$ cat src/rtl/alu_flags_pkg.sv
package alu_flags_pkg;
  localparam int unsigned DW = 16;
  localparam int unsigned HW = DW / 2;
  localparam int unsigned OPW = 4;

  localparam int unsigned FB_CF = 0;
  localparam int unsigned FB_PF = 2;
  localparam int unsigned FB_AF = 4;
  localparam int unsigned FB_ZF = 6;
  localparam int unsigned FB_SF = 7;
  localparam int unsigned FB_OF = 11;

  localparam logic [DW-1:0] FL_ONE_MASK  = 16'h0002;
  localparam logic [DW-1:0] FL_WR_MASK   = 16'h7FD5;
  localparam logic [DW-1:0] FL_CTRL_MASK = 16'h7700;
  localparam logic [DW-1:0] FL_STAT_MASK = 16'h08D5;

  typedef enum logic [OPW-1:0] {
    OP_ADD  = 4'd0,  OP_ADC = 4'd1,  OP_SUB = 4'd2,  OP_SBB  = 4'd3,
    OP_CMP  = 4'd4,  OP_INC = 4'd5,  OP_DEC = 4'd6,  OP_NEG  = 4'd7,
    OP_AND  = 4'd8,  OP_OR  = 4'd9,  OP_XOR = 4'd10, OP_TEST = 4'd11
  } alu_op_e;

  typedef struct packed {
    logic [DW-1:0] res;
    logic          cf;
    logic          af;
    logic          of;
  } arith_t;

  function automatic logic parity_even(input logic [HW-1:0] v);
    return ~^v;
  endfunction

  function automatic logic width_msb(input logic [DW-1:0] v, input logic word);
    return word ? v[DW-1] : v[HW-1];
  endfunction

  // Shared adder: subtraction is a + ~b + ~borrow; carry outputs are
  // inverted for subtraction so they read as borrows.
  function automatic arith_t add_core(input logic [DW-1:0] a, input logic [DW-1:0] b,
                                      input logic sub, input logic cin, input logic word);
    arith_t r;
    logic [DW-1:0] bb;
    logic ci;
    logic [DW:0] s;
    logic c_lo, am, bm, sm;
    bb = sub ? ~b : b;
    ci = sub ? ~cin : cin;
    s  = {1'b0, a} + {1'b0, bb} + {{DW{1'b0}}, ci};
    c_lo = a[HW] ^ bb[HW] ^ s[HW];
    r.cf = (word ? s[DW] : c_lo) ^ sub;
    r.af = (a[4] ^ bb[4] ^ s[4]) ^ sub;
    am = width_msb(a, word);
    bm = width_msb(bb, word);
    sm = width_msb(s[DW-1:0], word);
    r.of = (am == bm) && (sm != am);
    r.res = word ? s[DW-1:0] : {{(DW-HW){1'b0}}, s[HW-1:0]};
    return r;
  endfunction
endpackage

$ cat src/rtl/alu_arith_unit.sv
module alu_arith_unit
  import alu_flags_pkg::*;
(
  input  logic [OPW-1:0] op_code,
  input  logic           is_word,
  input  logic [DW-1:0]  op_a,
  input  logic [DW-1:0]  op_b,
  input  logic           carry_in,
  output arith_t         arith_out
);
  logic [DW-1:0] x, y;
  logic          sub, cin;

  always_comb begin
    x = op_a;
    y = op_b;
    sub = 1'b0;
    cin = 1'b0;
    unique case (op_code)
      OP_ADC:                 cin = carry_in;
      OP_SUB, OP_CMP:         sub = 1'b1;
      OP_SBB: begin           sub = 1'b1; cin = carry_in; end
      OP_INC:                 y = {{(DW-1){1'b0}}, 1'b1};
      OP_DEC: begin           y = {{(DW-1){1'b0}}, 1'b1}; sub = 1'b1; end
      OP_NEG: begin           x = '0; y = op_a; sub = 1'b1; end
      default: ;
    endcase
    arith_out = add_core(x, y, sub, cin, is_word);
  end
endmodule

$ cat src/rtl/alu_logic_unit.sv
module alu_logic_unit
  import alu_flags_pkg::*;
(
  input  logic [OPW-1:0] op_code,
  input  logic           is_word,
  input  logic [DW-1:0]  op_a,
  input  logic [DW-1:0]  op_b,
  output logic [DW-1:0]  logic_res
);
  logic [DW-1:0] raw;
  always_comb begin
    unique case (op_code)
      OP_OR:   raw = op_a | op_b;
      OP_XOR:  raw = op_a ^ op_b;
      default: raw = op_a & op_b;
    endcase
    logic_res = is_word ? raw : {{(DW-HW){1'b0}}, raw[HW-1:0]};
  end
endmodule

$ cat src/rtl/alu_flag_merge.sv
module alu_flag_merge
  import alu_flags_pkg::*;
(
  input  logic [OPW-1:0] op_code,
  input  logic           is_word,
  input  arith_t         arith_in,
  input  logic [DW-1:0]  logic_res,
  input  logic [DW-1:0]  flags_cur,
  output logic [DW-1:0]  result,
  output logic           op_known,
  output logic           op_writes,
  output logic [DW-1:0]  flags_nxt
);
  logic is_logic, keep_cf;
  logic [DW-1:0] stat, upd_mask;

  always_comb begin
    is_logic  = op_code inside {OP_AND, OP_OR, OP_XOR, OP_TEST};
    op_known  = op_code <= OP_TEST;
    op_writes = op_known && (op_code != OP_CMP) && (op_code != OP_TEST);
    keep_cf   = op_code inside {OP_INC, OP_DEC};
    if (!op_known)     result = '0;
    else if (is_logic) result = logic_res;
    else               result = arith_in.res;

    stat = '0;
    stat[FB_CF] = is_logic ? 1'b0 : arith_in.cf;
    stat[FB_AF] = is_logic ? 1'b0 : arith_in.af;
    stat[FB_OF] = is_logic ? 1'b0 : arith_in.of;
    stat[FB_PF] = parity_even(result[HW-1:0]);
    stat[FB_ZF] = (result == '0);
    stat[FB_SF] = width_msb(result, is_word);

    upd_mask = FL_STAT_MASK;
    if (keep_cf) upd_mask[FB_CF] = 1'b0;
    flags_nxt = op_known ? ((flags_cur & ~upd_mask) | (stat & upd_mask)) : flags_cur;
  end

  // a known operation never disturbs the fixed bits
  always_comb begin
    assert_fixed_bits_R1: assert (!op_known || flags_cur[1] != 1'b1 || flags_nxt[1] == 1'b1);
  end
endmodule

$ cat src/rtl/alu_flags_unit.sv
module alu_flags_unit
  import alu_flags_pkg::*;
(
  input  logic           clk,
  input  logic           rst_n,
  input  logic           op_valid,
  input  logic [OPW-1:0] op_code,
  input  logic           is_word,
  input  logic [DW-1:0]  op_a,
  input  logic [DW-1:0]  op_b,
  input  logic           carry_in,
  input  logic           flags_wr,
  input  logic [DW-1:0]  flags_wdata,
  output logic [DW-1:0]  result,
  output logic           result_we,
  output logic [DW-1:0]  flags_q
);
  arith_t        arith_w;
  logic [DW-1:0] logic_w, flags_nxt;
  logic          op_known, op_writes;
  logic          op_fire;

  alu_arith_unit u_arith (
    .op_code(op_code), .is_word(is_word), .op_a(op_a), .op_b(op_b),
    .carry_in(carry_in), .arith_out(arith_w)
  );

  alu_logic_unit u_logic (
    .op_code(op_code), .is_word(is_word), .op_a(op_a), .op_b(op_b),
    .logic_res(logic_w)
  );

  alu_flag_merge u_merge (
    .op_code(op_code), .is_word(is_word), .arith_in(arith_w), .logic_res(logic_w),
    .flags_cur(flags_q), .result(result), .op_known(op_known),
    .op_writes(op_writes), .flags_nxt(flags_nxt)
  );

  assign result_we = op_valid && op_writes;
  assign op_fire   = op_valid && op_known && !flags_wr;

  always_ff @(posedge clk) begin
    if (!rst_n)        flags_q <= FL_ONE_MASK;
    else if (flags_wr) flags_q <= (flags_wdata & FL_WR_MASK) | FL_ONE_MASK;
    else if (op_fire)  flags_q <= flags_nxt;
  end

  assert_fixed_bits_R1: assert property (@(posedge clk) disable iff (!rst_n)
    flags_q[1] && !flags_q[3] && !flags_q[5] && !flags_q[15]);

  assert_incdec_keep_cf_R7: assert property (@(posedge clk) disable iff (!rst_n)
    (op_fire && (op_code == OP_INC || op_code == OP_DEC)) |=> $stable(flags_q[FB_CF]));

  assert_logic_clears_R8: assert property (@(posedge clk) disable iff (!rst_n)
    (op_fire && op_code inside {OP_AND, OP_OR, OP_XOR, OP_TEST})
      |=> (!flags_q[FB_CF] && !flags_q[FB_OF] && !flags_q[FB_AF]));

  assert_cmp_test_no_we_R9: assert property (@(posedge clk) disable iff (!rst_n)
    (op_code == OP_CMP || op_code == OP_TEST) |-> !result_we);

  assert_ctrl_hold_R10: assert property (@(posedge clk) disable iff (!rst_n)
    !flags_wr |=> ((flags_q & FL_CTRL_MASK) == ($past(flags_q) & FL_CTRL_MASK)));

  assert_zero_flag_R6: assert property (@(posedge clk) disable iff (!rst_n)
    op_fire |=> (flags_q[FB_ZF] == ($past(result) == '0)));

  assert_idle_hold_R11: assert property (@(posedge clk) disable iff (!rst_n)
    (!op_valid && !flags_wr) |=> $stable(flags_q));
endmodule

$ cat config.mk
export PLATFORM = sky130hd
export DESIGN_NAME = alu_flags_unit
export DESIGN_NICKNAME = d
export VERILOG_FILES = /design/src/rtl/alu_flags_pkg.sv /design/src/rtl/alu_arith_unit.sv /design/src/rtl/alu_logic_unit.sv /design/src/rtl/alu_flag_merge.sv /design/src/rtl/alu_flags_unit.sv
export SDC_FILE = /design/constraint.sdc
export NUM_CORES = 1
export LEC_CHECK = 0
export ABC_CLOCK_PERIOD_IN_PS = 15230
export CAP_MARGIN = 15
export CORE_AREA = 2 2 70 122
export CTS_BUF_LIST = sky130_fd_sc_hd__clkbuf_8 sky130_fd_sc_hd__clkbuf_16
export DETAILED_ROUTE_END_ITERATION = 7
export DIE_AREA = 0 0 72 124
export DONT_BUFFER_PORTS = 1
export GPL_TIMING_DRIVEN = 0
export SYNTH_ARGS = -nofsm -noshare
export SYNTH_HDL_FRONTEND = slang
export SYNTH_SLANG_ARGS = --single-unit
export TNS_END_PERCENT = 20
$ cat constraint.sdc
create_clock -name clk -period 15.23 [get_ports clk]
set_input_delay 3.046 -clock clk [delete_from_list [all_inputs] [get_ports clk]]
set_output_delay 3.046 -clock clk [all_outputs]
set_load 0.1 [all_outputs]
==> flow_summary.yaml <==
outcome:
  outcome: "finished, final reports clean"
clock_tree:
  cts_hold_buffers: 0
  htreeDepth: 1
  cts-resized-gates: 0
  clk_latency_ns: 0.24
  clk_pin_slew_worst_paths_ns: 0.04
  clock_path_buffers: 2
  cts-root-buf: "clkbuf_16"
  cts_setup_buffers: 0
  cts_buffers: 3
  clock-sinks: 12
  cts_tree: "done"
flow_run:
  drv_cap: 0
synthesis:
  synth_xor_area_share_pct: 3.77
  yosys.area_share.simple_pct: 22.6
  syn-cell-area_um2: 3480
  ys_types: 62
  synth.top_cell.area_share_pct: 18.3
  synthMuxAreaShare_pct: 6.11
  synthAdderAreaFrac_pct: 19.5
  synth_area_leaders: "ha_1 (18%), a21oi_1 (8.5%), dfxtp_1 (6.9%)"
  avgSynthCellArea_um2: 6.51
  ys_async_sr_fraction_pct: 0
  synth_ff_type: "dfxtp_1"
  syn_inst: 535
  yosysSeqAreaShare_pct: 6.90
  yosys.area.top_type: "ha_1"
  yosysWarningCount: 0
  synth_top_family_by_area: "compound AO/OA/AOI/OAI gates"
  synth_edf_count: 0
  synth_compound_area_share_pct: 31.0
  ys_ff_latch: 12
die:
  dieArea_um2: 8930
  die_h_um: 124
  initial_utilization_pct: 44.0
  io_pins: 91
  dieWidth_um: 72
  row_count: 43
  core_region_area_um2: 7910
finish:
  drive_above_1_share_pct: 5.64
  final_cell_mix: "a21oi_1 (59), nor2_1 (55), nand2_1 (55)"
  final_cell_area_um2: 3880
  largest_register: "flags_q"
  layout_commonest_cell: "a21oi_1"
  largest_register_ffs: 11
  n_antenna_cell: 0
  syn_to_final_growth_pct: 11.5
  top_regs: "flags_q (11)"
  layout.nets: 663
  nFillCells: 825
detailed_routing:
  vias_per_cell: 5.98
  drt_iter0_drc: 190
  wirelength_um: 11400
  wl_met3_um: 731
  num_vias: 3825
  top_layer_used: "met4"
  ant_nets: 0
  wl_per_cell_um: 17.8
  wl_met1_um: 4260
  drc_errors: 0
  dr.pass1.iters: 4
  met2_length_um: 6140
worst_setup_path:
  critPathRequiredTime_ns: 12.18
  crit_type: "input port to output pin"
  start_kind: "input port"
  cp_max_fo: 10
  cp-end-kind: "output pin"
  cp.arrival_ns: 7.45
placed_design:
  dpl.hpwl_um: 9320
  io_buffers: 0
  post_dp_cell_area_um2: 3810
  routabilityCongestion: 0.880
timing:
  finalHoldViolCount: 0
  tightest_slew_ns: 1.13
  finalCritPeriodShare_pct: 68.9
  min_period_ns: 10.50
  max_freq_ghz: 0.0953
  slew_headroom_pct: 25.1
  rsz0062_at_grt: "no"
  finalClockSkew_ns: 0
  maxSlewViolCount: 0
  whs_ns: 1.01
  finalSetupTns_ns: 0
  setup_violations: 0
grt:
  grt_max_degree: 11
  grt_pass1_wl_um: 18000
  grt_usage_pct: 25.4
  antenna_found_initial: 0
  gr-total-overflow: 0
  grt_pass1_vias: 3898
power:
  vdd_drop_max_mv: 0.0529
  p_leak_uw: 0.00179
  power_uw: 313
  p_per_area_nw_per_um2: 80.7
hold_path:
  holdCritPathClass: "register to register"
[layout make-up]
| cell class | instances | area (um2) | share of cell area (%) |
|---|---|---|---|
| multi-input cells | 441 | 2950 | 76.0 |
| clock buffers | 3 | 75.1 | 1.93 |
| flip-flops and latches | 12 | 240 | 6.19 |
| plain buffers | 39 | 179 | 4.61 |
| repair buffers | 10 | 156 | 4.03 |
| well taps | 90 | 113 | 2.90 |
| inverters | 45 | 169 | 4.35 |
[routing by layer]
metal / vias to the layer above / track usage (%)
met1: 1762 / 25.7
met3: 25 / 4.13
met2: 140 / 49.8
li1: 1898 / -
met5: - / 0
met4: 0 / 10.8
[synth_stat cells, drive strengths merged (3+ instances only)]
| cell | n |
|---|---|
| dfxtp | 12 |
| o21a | 4 |
| nor2b | 18 |
| a21o | 3 |
| and3 | 3 |
| a31oi | 6 |
| buf | 11 |
| o21ai | 49 |
| inv | 45 |
| clkbuf | 28 |
| o22a | 4 |
| nand2 | 55 |
| o21bai | 3 |
| mux2i | 19 |
| a221oi | 3 |
| a21boi | 3 |
| o22ai | 19 |
| a21oi | 60 |
| xnor2 | 7 |
| and2 | 6 |
| ha | 51 |
| nor3b | 3 |
| nand2b | 10 |
| nor3 | 5 |
| a211oi | 6 |
| xor2 | 8 |
| nor2 | 55 |
| nand3 | 7 |
[critical path, stage by stage]
cell and delay, ns:
clkbuf_1 0.33, clkbuf_1 0.43, clkbuf_1 0.47, a21oi_1 0.09, a21oi_1 0.14, a21oi_1 0.08, nor2_1 0.13, a21oi_1 0.07
fa_1 0.49, fa_1 0.42, nor2b_1 0.18, o31a_1 0.22, o22a_2 0.22, a21boi_1 0.10, xor2_1 0.16, o22ai_2 0.86
[final timing paths]
kind	slack, ns	cells after the start	endpoint	startpoint
max	4.73	16	result[10]	op_code[0]
min	1.01	2	flags_q[12]	flags_q[12]
max reg2reg	13.59	6	flags_q[11]	flags_q[11]
min reg2reg	1.01	2	flags_q[12]	flags_q[12]
[kinds of logic after synthesis]
kind of cell / after synthesis
other cells: 2
compound gates: 178
fa+ha+maj: 53
mux: 21
flops: 12
buf+inv: 84
xor+xnor: 15
simple gates: 170
[power breakdown]
| group | total [uW] | switching, uW | internal (uW) | leakage [uW] |
|---|---|---|---|---|
| registers | 52.6 | 18.6 | 33.9 | 0.0000991 |
| logic | 214 | 145 | 69.4 | 0.00165 |
| clock network | 46.4 | 12.3 | 34.1 | 0.0000370 |
| total | 313 | 176 | 137 | 0.00179 |
[stage by stage]
stage	worst slack, ns	std cells	util (%)
finish	4.73	640	49.1
global route	4.39	640	49.1
CTS	4.77	640	49.1
detailed placement	4.77	637	48.1
global placement	3.37	627	45.6
floorplan	4.32	537	-
No activity file was read; power rests on OpenSTA's default activity.
